[src/rtl/irqa_pkg.sv]
package irqa_pkg;
  localparam int ADDR_W = 8;
  localparam int DATA_W = 32;

  typedef enum logic [2:0] {
    SEL_EN, SEL_STAT, SEL_SMODE, SEL_SPOL, SEL_OMODE, SEL_OPOL, SEL_FORCE, SEL_NONE
  } reg_sel_e;

  function automatic reg_sel_e decode_addr(input logic [ADDR_W-1:0] a);
    case (a)
      8'h00:   return SEL_EN;
      8'h04:   return SEL_STAT;
      8'h08:   return SEL_SMODE;
      8'h0C:   return SEL_SPOL;
      8'h10:   return SEL_OMODE;
      8'h14:   return SEL_OPOL;
      8'h18:   return SEL_FORCE;
      default: return SEL_NONE;
    endcase
  endfunction
endpackage

[src/rtl/irqa_sync.sv]
module irqa_sync #(
  parameter int W      = 32,
  parameter int STAGES = 2
) (
  input  logic         clk,
  input  logic         rst_n,
  input  logic [W-1:0] din,
  output logic [W-1:0] dout
);
  logic [W-1:0] stg [STAGES];

  always_ff @(posedge clk or negedge rst_n) begin
    if (!rst_n) begin
      for (int i = 0; i < STAGES; i++) stg[i] <= '0;
    end else begin
      stg[0] <= din;
      for (int i = 1; i < STAGES; i++) stg[i] <= stg[i-1];
    end
  end

  assign dout = stg[STAGES-1];
endmodule

[src/rtl/irqa_pending.sv]
module irqa_pending #(
  parameter int W = 32
) (
  input  logic         clk,
  input  logic         rst_n,
  input  logic [W-1:0] smp,
  input  logic [W-1:0] smode,
  input  logic [W-1:0] spol,
  input  logic [W-1:0] clr,
  input  logic [W-1:0] force_set,
  output logic [W-1:0] stat
);
  logic [W-1:0] prev_q;
  logic [W-1:0] stat_q;

  always_ff @(posedge clk or negedge rst_n) begin
    if (!rst_n) prev_q <= '0;
    else        prev_q <= smp;
  end

  for (genvar i = 0; i < W; i++) begin : g_line
    logic lvl_act;
    logic edg;
    assign lvl_act = spol[i] ? smp[i] : ~smp[i];
    assign edg     = spol[i] ? (smp[i] & ~prev_q[i]) : (~smp[i] & prev_q[i]);

    always_ff @(posedge clk or negedge rst_n) begin
      if (!rst_n)        stat_q[i] <= 1'b0;
      else if (smode[i]) stat_q[i] <= edg | force_set[i] | (stat_q[i] & ~clr[i]);
      else               stat_q[i] <= lvl_act | force_set[i];
    end

    assert_level_track_R4: assert property (@(posedge clk) disable iff (!rst_n)
      (!smode[i] && lvl_act) |=> stat_q[i]);
    assert_edge_hold_R3: assert property (@(posedge clk) disable iff (!rst_n)
      (smode[i] && stat_q[i] && !clr[i]) |=> stat_q[i]);
    assert_edge_clear_R5: assert property (@(posedge clk) disable iff (!rst_n)
      (smode[i] && clr[i] && !edg && !force_set[i]) |=> !stat_q[i]);
    assert_force_sets_R7: assert property (@(posedge clk) disable iff (!rst_n)
      force_set[i] |=> stat_q[i]);
  end

  assign stat = stat_q;
endmodule

[src/rtl/irqa_outgen.sv]
module irqa_outgen #(
  parameter int W = 32
) (
  input  logic         clk,
  input  logic         rst_n,
  input  logic [W-1:0] stat,
  input  logic [W-1:0] en,
  input  logic         omode,
  input  logic         opol,
  output logic         irq
);
  logic [W-1:0] masked;
  logic [W-1:0] prev_masked_q;
  logic         fresh;
  logic         any_set;
  logic         active;
  logic         irq_q;

  assign masked  = stat & en;
  assign fresh   = |(masked & ~prev_masked_q);
  assign any_set = |masked;
  assign active  = omode ? fresh : any_set;

  always_ff @(posedge clk or negedge rst_n) begin
    if (!rst_n) begin
      prev_masked_q <= '0;
      irq_q         <= 1'b1;
    end else begin
      prev_masked_q <= masked;
      irq_q         <= opol ? active : ~active;
    end
  end

  assign irq = irq_q;

  assert_level_quiet_R6: assert property (@(posedge clk) disable iff (!rst_n)
    (!omode && !any_set) |=> (irq_q != $past(opol)));
  assert_pulse_cause_R9: assert property (@(posedge clk) disable iff (!rst_n)
    ($past(omode) && irq_q == $past(opol)) |-> (prev_masked_q != '0));
endmodule

[src/rtl/irqa_regs.sv]
module irqa_regs
  import irqa_pkg::*;
#(
  parameter int W = 32
) (
  input  logic              clk,
  input  logic              rst_n,
  input  logic              wr_en,
  input  logic [ADDR_W-1:0] addr,
  input  logic [DATA_W-1:0] wdata,
  input  logic [W-1:0]      stat,
  output logic [DATA_W-1:0] rdata,
  output logic [W-1:0]      en,
  output logic [W-1:0]      smode,
  output logic [W-1:0]      spol,
  output logic              omode,
  output logic              opol,
  output logic [W-1:0]      clr,
  output logic [W-1:0]      force_set
);
  reg_sel_e sel;
  assign sel = decode_addr(addr);

  always_ff @(posedge clk or negedge rst_n) begin
    if (!rst_n) begin
      en <= '0; smode <= '0; spol <= '0; omode <= 1'b0; opol <= 1'b0;
    end else if (wr_en) begin
      case (sel)
        SEL_EN:    en    <= wdata[W-1:0];
        SEL_SMODE: smode <= wdata[W-1:0];
        SEL_SPOL:  spol  <= wdata[W-1:0];
        SEL_OMODE: omode <= wdata[0];
        SEL_OPOL:  opol  <= wdata[0];
        default:   ;
      endcase
    end
  end

  assign clr       = (wr_en && sel == SEL_STAT)  ? wdata[W-1:0] : '0;
  assign force_set = (wr_en && sel == SEL_FORCE) ? wdata[W-1:0] : '0;

  always_comb begin
    case (sel)
      SEL_EN:    rdata = DATA_W'(en);
      SEL_STAT:  rdata = DATA_W'(stat);
      SEL_SMODE: rdata = DATA_W'(smode);
      SEL_SPOL:  rdata = DATA_W'(spol);
      SEL_OMODE: rdata = DATA_W'(omode);
      SEL_OPOL:  rdata = DATA_W'(opol);
      default:   rdata = '0;
    endcase
  end

  assert_out_regs_narrow_R1: assert property (@(posedge clk) disable iff (!rst_n)
    (sel == SEL_OMODE || sel == SEL_OPOL) |-> (rdata[DATA_W-1:1] == '0));
  assert_write_lands_R1: assert property (@(posedge clk) disable iff (!rst_n)
    (wr_en && sel == SEL_EN) |=> (en == $past(wdata[W-1:0])));
endmodule

[src/rtl/irq_aggregator.sv]
module irq_aggregator
  import irqa_pkg::*;
#(
  parameter int NUM_SRC     = 32,
  parameter int SYNC_STAGES = 2
) (
  input  logic               clk,
  input  logic               rst_n,
  input  logic [NUM_SRC-1:0] src_i,
  input  logic               wr_en,
  input  logic [ADDR_W-1:0]  addr,
  input  logic [DATA_W-1:0]  wdata,
  output logic [DATA_W-1:0]  rdata,
  output logic               irq_o
);
  logic [NUM_SRC-1:0] smp, stat, en, smode, spol, clr, force_set;
  logic               omode, opol;

  irqa_sync #(.W(NUM_SRC), .STAGES(SYNC_STAGES)) u_sync (
    .clk(clk), .rst_n(rst_n), .din(src_i), .dout(smp));

  irqa_regs #(.W(NUM_SRC)) u_regs (
    .clk(clk), .rst_n(rst_n), .wr_en(wr_en), .addr(addr), .wdata(wdata),
    .stat(stat), .rdata(rdata), .en(en), .smode(smode), .spol(spol),
    .omode(omode), .opol(opol), .clr(clr), .force_set(force_set));

  irqa_pending #(.W(NUM_SRC)) u_pend (
    .clk(clk), .rst_n(rst_n), .smp(smp), .smode(smode), .spol(spol),
    .clr(clr), .force_set(force_set), .stat(stat));

  irqa_outgen #(.W(NUM_SRC)) u_out (
    .clk(clk), .rst_n(rst_n), .stat(stat), .en(en), .omode(omode),
    .opol(opol), .irq(irq_o));
endmodule

[config.mk]
export PLATFORM = sky130hd
export DESIGN_NAME = irq_aggregator
export DESIGN_NICKNAME = d
export VERILOG_FILES = /design/src/rtl/irqa_pkg.sv /design/src/rtl/irqa_sync.sv /design/src/rtl/irqa_pending.sv /design/src/rtl/irqa_outgen.sv /design/src/rtl/irqa_regs.sv /design/src/rtl/irq_aggregator.sv
export SDC_FILE = /design/constraint.sdc
export NUM_CORES = 1
export LEC_CHECK = 0
export ABC_CLOCK_PERIOD_IN_PS = 4550
export BUFFER_PORTS_ARGS = -buffer_cell sky130_fd_sc_hd__buf_2
export CAP_MARGIN = 40
export CORE_MARGIN = 2
export CORE_UTILIZATION = 43
export CTS_CLUSTER_DIAMETER = 120
export CTS_CLUSTER_SIZE = 20
export DETAILED_ROUTE_END_ITERATION = 8
export SETUP_SLACK_MARGIN = 0.3
export SLEW_MARGIN = 25
export SYNTH_ARGS = -nofsm -noshare
export SYNTH_HDL_FRONTEND = slang
export SYNTH_SLANG_ARGS = --single-unit
[constraint.sdc]
create_clock -name clk -period 4.55 [get_ports clk]
set_input_delay 0.455 -clock clk [delete_from_list [all_inputs] [get_ports clk]]
set_output_delay 0.455 -clock clk [all_outputs]
set_load 0.02 [all_outputs]
== Yosys cells after proc, flatten, opt, wreduce, memory -nomap -nowiden ==
Index checks and enable logic that the tools add are counted.

* Bits in registers: 259
* Input bits: 75
* Output and inout port bits: 33

* Bitwise gates (word level): 292
* Eq/ne operators: 12
* Reduce and logical (&&, ||, !) cells: 11
* Mux-type cells: 102

{| class="wikitable"
|+ Operator list
! operator !! number
|-
| 32-bit case mux with 6 select lines || 1
|-
| 1-bit 2-to-1 mux || 98
|-
| 1-bit NOT || 97
|-
| 1-bit AND || 96
|-
| 1-bit OR || 96
|-
| 32-bit AND || 2
|-
| 32-bit 2-to-1 mux || 2
|-
| 32-bit OR reduction || 2
|-
| 32-bit NOT || 1
|-
| 8-bit by 5-bit == test with 1-bit output, second input constant || 3
|-
| 3-bit case mux with 7 select lines || 1
|-
| 8-bit by 4-bit == test with 1-bit output, second input constant || 2
|-
| 2-bit AND reduction || 5
|-
| 3-bit == test, second input constant || 3
|-
| 8-bit by 3-bit == test with 1-bit output, second input constant || 1
|-
| 8-bit logical NOT || 1
|-
| 3-bit by 2-bit == test with 1-bit output, second input constant || 2
|-
| 3-bit by 1-bit == test with 1-bit output, second input constant || 1
|-
| 3-bit logical NOT || 1
|-
| 1-bit logical AND || 2
|}

== Depth between registers and ports, before layout ==
* Depth in word-level cells: 9
* Mapped depth: 7
* Mapped depth without buffers: 6

== By module ==
From an unflattened synthesis, not the netlist that was laid out.

* Cell total of the unflattened synthesis: 987
* Area total of the unflattened synthesis: 11,553.6 um^2

{| class="wikitable"
|+ By module, submodules not included
! module !! times used !! cells an instance !! area each (um^2) !! seq. area each (um^2)
|-
| irqa_regs || 1 || 438 || 5,529.1 || 2,452.4
|-
| irqa_pending || 1 || 320 || 2,762.6 || 1,601.5
|-
| irqa_sync || 1 || 96 || 1,841.8 || 1,601.5
|-
| irqa_outgen || 1 || 133 || 1,420.1 || 827.0
|}

== Worst setup path before layout ==
OpenSTA, ideal clock, no wires.

* Path type: input to output
* Start: input addr[7]
* End: output rdata[10]
* Stages on the path: 7
* Slack: 1.995 ns
* Buffers on the path: 2
* Required time: 4.095 ns
* Data arrival time: 2.100 ns
* Path through: or4_4 nor3_2 and4b_1 buf_2 clkbuf_1 a22oi_1 nand2_1

* Cells in the longest elaborated chain, start to end: 4
* Elaborated cells between the ends (all ways): 15
* Those cells by class: 11 x eq/ne; 2 x mux; 2 x reduce/logical

{| class="wikitable"
|+ RTL lines
! element !! line !! source
|-
| start, declared || irq_aggregator.sv:11 || <nowiki>input logic [ADDR_W-1:0] addr,</nowiki>
|-
| 8-bit by 5-bit == test with 1-bit output (tied with other cells) || irqa_pkg.sv:10 || <nowiki>case (a)</nowiki>
|-
| 3-bit case mux with 7 select lines (*) || irqa_pkg.sv:10 ||
|-
| 3-bit == test (tied with other cells) || irqa_regs.sv:43 || <nowiki>case (sel)</nowiki>
|-
| 32-bit case mux with 6 select lines (*) || irqa_regs.sv:43 ||
|-
| end, declared || irq_aggregator.sv:13 || <nowiki>output logic [DATA_W-1:0] rdata,</nowiki>
|}

Every way passes the cells marked *; elsewhere a longest branch is shown, timed or not.

== Worst setup path after layout ==
* Start: input addr[7]
* End: output rdata[30]

The elaborated chain is that of the path after synthesis.

==> reports/qor.csv <==
stage,metric,value,unit
place,gp_congestion,0.7600,
global_routing,grt_pass1_wl,38.64,mm
critical_path,cp.depth,8,
critical_path,crit_path_frequent_cell,buf_2,
global_routing,use_met1,26.99,%
place,dp_cells,1232,
global_routing,grt_start_max_net_pins,129,
critical_path,crit_path_max_fanout,12,
pwr,p_sw,0.0009851,W
synth,yosysWarnings,0,
detailed_routing,vias,6862,
detailed_routing,wl,23.75,mm
die,ios,108,
outcome,outcome,finished clean,
critical_path,r2r_end,u_out.irq,
detailed_routing,first_iter_violations,444,
place,io_buffers,107,
global_routing,antenna_found_initial,1,
clocking,cts_made_buffers,16,
sta,relSlewSlack,52.33,%
sta,fin_crit_sh,70.00,%
finish,antenna_cells,0,
critical_path,path_class,in -> out,
pwr,power_density,357.7,nW/um2
pwr,pwr-share-seq,59.8,%
finish,area_growth,13.84,%
critical_path,r2r_start,u_regs.en[29],
critical_path,crit_slowest_cell,and4b_1,
die,die_area,25310,um2
finish,layout.cells.most_common,dfrtp_1,
critical_path,end_kind,primary output,
clocking,clk_pin_slew,0.08,ns
detailed_routing,wl_per_cell,18.90,um
pwr,ir_worst_vdd,0.2132,mV
detailed_routing,drc,0,
clocking,clock_tree.htree_level_count,1,
synth,syn_area,10340,um2
detailed_routing,viasPerCell,5.459,
finish,fin_cells,1257,
pwr,p_clk_share,34.2,%
clocking,cts_tree,done,
clocking,cts_setup_buffers,0,
sta,max_clock_freq,0.3140,GHz
detailed_routing,firstDrtPassIters,5,
global_routing,grt-busiest-layer,met2,
critical_path,required,4.09,ns
synth,yosys.cell_types.count,39,
pwr,swShare,23.39,%
critical_path,rr_worst_depth,6,
sta,tightestPinTransition,0.7151,ns
critical_path,slowest_delay,0.61,ns
die,start_util,43.93,%
clocking,clk_latency,0.49,ns
sta,fin_tns_setup,0,ns
job,maxCapViolCount,0,
pwr,leakagePower,5.652,nW
global_routing,met3_usage,2.761,%
critical_path,start_kind,input port,
critical_path,regToRegSetupSlack,2.67,ns
die,die_w,159.1,um
global_routing,grt_overflow,0,
hold_path,min_path_cells,1,
critical_path,critPathTopFamily,simple AND/OR/NAND/NOR gates,
clocking,cts_root_buf,clkbuf_16,
finish,fillers,2159,
critical_path,worstSetupStartpoint,addr[7],
synth,ys_seq_area_share,62.69,%
synth,syn_avg_cell_area,12.52,um2
synth,synth_seq_cells,259,
global_routing,use_met2,31.44,%
clocking,cts_sinks,259,
place,dpl.hpwl,15.46,mm
clocking,cts_buffer_depth,3,
die,dieHeight,159.1,um
critical_path,cp-endpoint,rdata[30],
finish,final_cell_mix,"258 x dfrtp_1, 149 x nand2_1, 106 x buf_2",
finish,drive_gt1_share,20.58,%
die,core_area,23540,um2
synth,synth_nets,901,
critical_path,cp_cell_sequence,buf_2 -> or4_4 -> nor3_2 -> and4b_1 -> buf_4 -> a22oi_1 -> nand2_1 -> buf_2,
sta,report.final.hold_viol_count,0,
critical_path,worstPathArrival,2.73,ns
sta,drv_slew,0,
global_routing,grt_pass1_vias,6880,
pwr,pwr-share-comb,6.0,%
sta,finalSetupViolations,0,
sta,fin_worst_skew,0.01001,ns
global_routing,grt_use_total,19.00,%
detailed_routing,ant_nets,0,
die,rows,56,
sta,period_minus_slack,3.185,ns
critical_path,crit_buf_inv,3,
pwr,p_int,0.003226,W
sta,hold_slack,0.06544,ns
hold_path,hp-class,in -> reg,
finish,layout.nets,1007,
hold_path,hold_start,src_i[26],
sta,rsz0062_at_grt,no,
synth,syn-instance-count,826,
[synth_stat cells, drive strengths merged]
cell / count / area share [%]
nor4: 5 / 0.36
nand3b: 17 / 1.2
and3: 1 / 0.061
o2111ai: 5 / 0.42
a222oi: 1 / 0.097
nor3: 4 / 0.24
o221ai: 1 / 0.085
dfrtp: 258 / 62
and4: 2 / 0.17
and2: 11 / 0.67
nand3: 34 / 1.6
mux2: 99 / 11
nand2: 152 / 5.6
dfstp: 1 / 0.25
and3b: 1 / 0.085
nor3b: 1 / 0.18
clkbuf: 18 / 0.65
o22ai: 5 / 0.30
a21oi: 1 / 0.048
o311ai: 32 / 2.7
nand2b: 1 / 0.061
or4: 1 / 0.11
nand4: 4 / 0.24
and4b: 2 / 0.19
nor2b: 32 / 1.9
a211oi: 1 / 0.073
inv: 22 / 0.80
a2111o: 3 / 0.33
a22oi: 64 / 4.6
a31oi: 1 / 0.061
a31o: 32 / 2.7
buf: 14 / 0.82
[area by class of cell]
type                            count  area (um2)  share of cell area, %
Tap cell                          319       399.1                  3.390
Inverter                           22       82.58                 0.7015
Timing Repair Buffer              120       723.2                  6.143
Clock buffer                       24       451.7                  3.837
Sequential cell                   259        6482                  55.06
Multi-Input combinational cell    513        3633                  30.86
[worst reg2reg max path, cell delays in order (launching register included)]
cell and delay (ns):
dfrtp_1 0.40, nand2_1 0.14, inv_1 0.09, a2111o_1 0.40, nor4_1 0.35, a31oi_1 0.13, a211oi_1 0.29
[power by group through the flow]
stage	Clock (W)	Sequential [W]	Combinational [W]
3_5_place_dp	0	0.00257	0.000257
6_report	0.00144	0.00252	0.000253
2_1_floorplan	0	0.00254	0.000123
5_1_grt	0.00157	0.00254	0.000289
3_3_place_gp	0	0.00256	0.000252
4_1_cts	0.00148	0.00252	0.000260
[metal layers]
metal | vias up | wire [um]
met5 | - | 16
met2 | 141 | 11380
met4 | 2 | 386
met3 | 30 | 880
li1 | 3201 | -
met1 | 3488 | 11090
[sequential cells by signal (all words and copies together), names as in the netlist]
name and flops:
u_regs.en 32, u_sync.dout 32, u_regs.opol 1, u_out.prev_masked_q 32
u_pend.prev_q 32, u_regs.smode 32, u_sync.stg 32, u_regs.omode 1
u_regs.spol 32, u_pend.stat 32, u_out.irq 1
[worst min path at each step]
stage	to	slack, ns
floorplan	u_out.prev_masked_q[0]	0.16
global placement	u_sync.dout[24]	0.33
detailed placement	u_sync.dout[23]	0.33
CTS	u_sync.stg[41]	0.05
global route	u_sync.stg[34]	0.04
finish	u_sync.stg[58]	0.07
[cell families after synthesis]
family,count (synthesis),share of synthesized area [%]
AND/OR/NAND/NOR,268,12.78
multiplexers,99,10.78
flip-flops,259,62.69
buffers and inverters,54,2.275
AO/OA/AOI/OAI,146,11.48
[per-stage QoR]
step	total power (W)	util [%]	instance area, um2	worst slack (ns)
final	0.004211	50.01	11770	1.365
after global routing	0.004399	50.01	11770	1.266
after CTS	0.004263	50.01	11770	1.349
after detailed placement	0.002823	48.04	11310	1.328
after global placement	0.002814	47.64	11220	1.163
after floorplan	0.002660	-	10340	1.995
[what timing repair did]
action,4_1_cts,5_1_grt
hold buffers,1,0
resized for setup,0,0
hold endpoints to repair,9,0
Note: power is estimated with default switching activity, not from simulation.
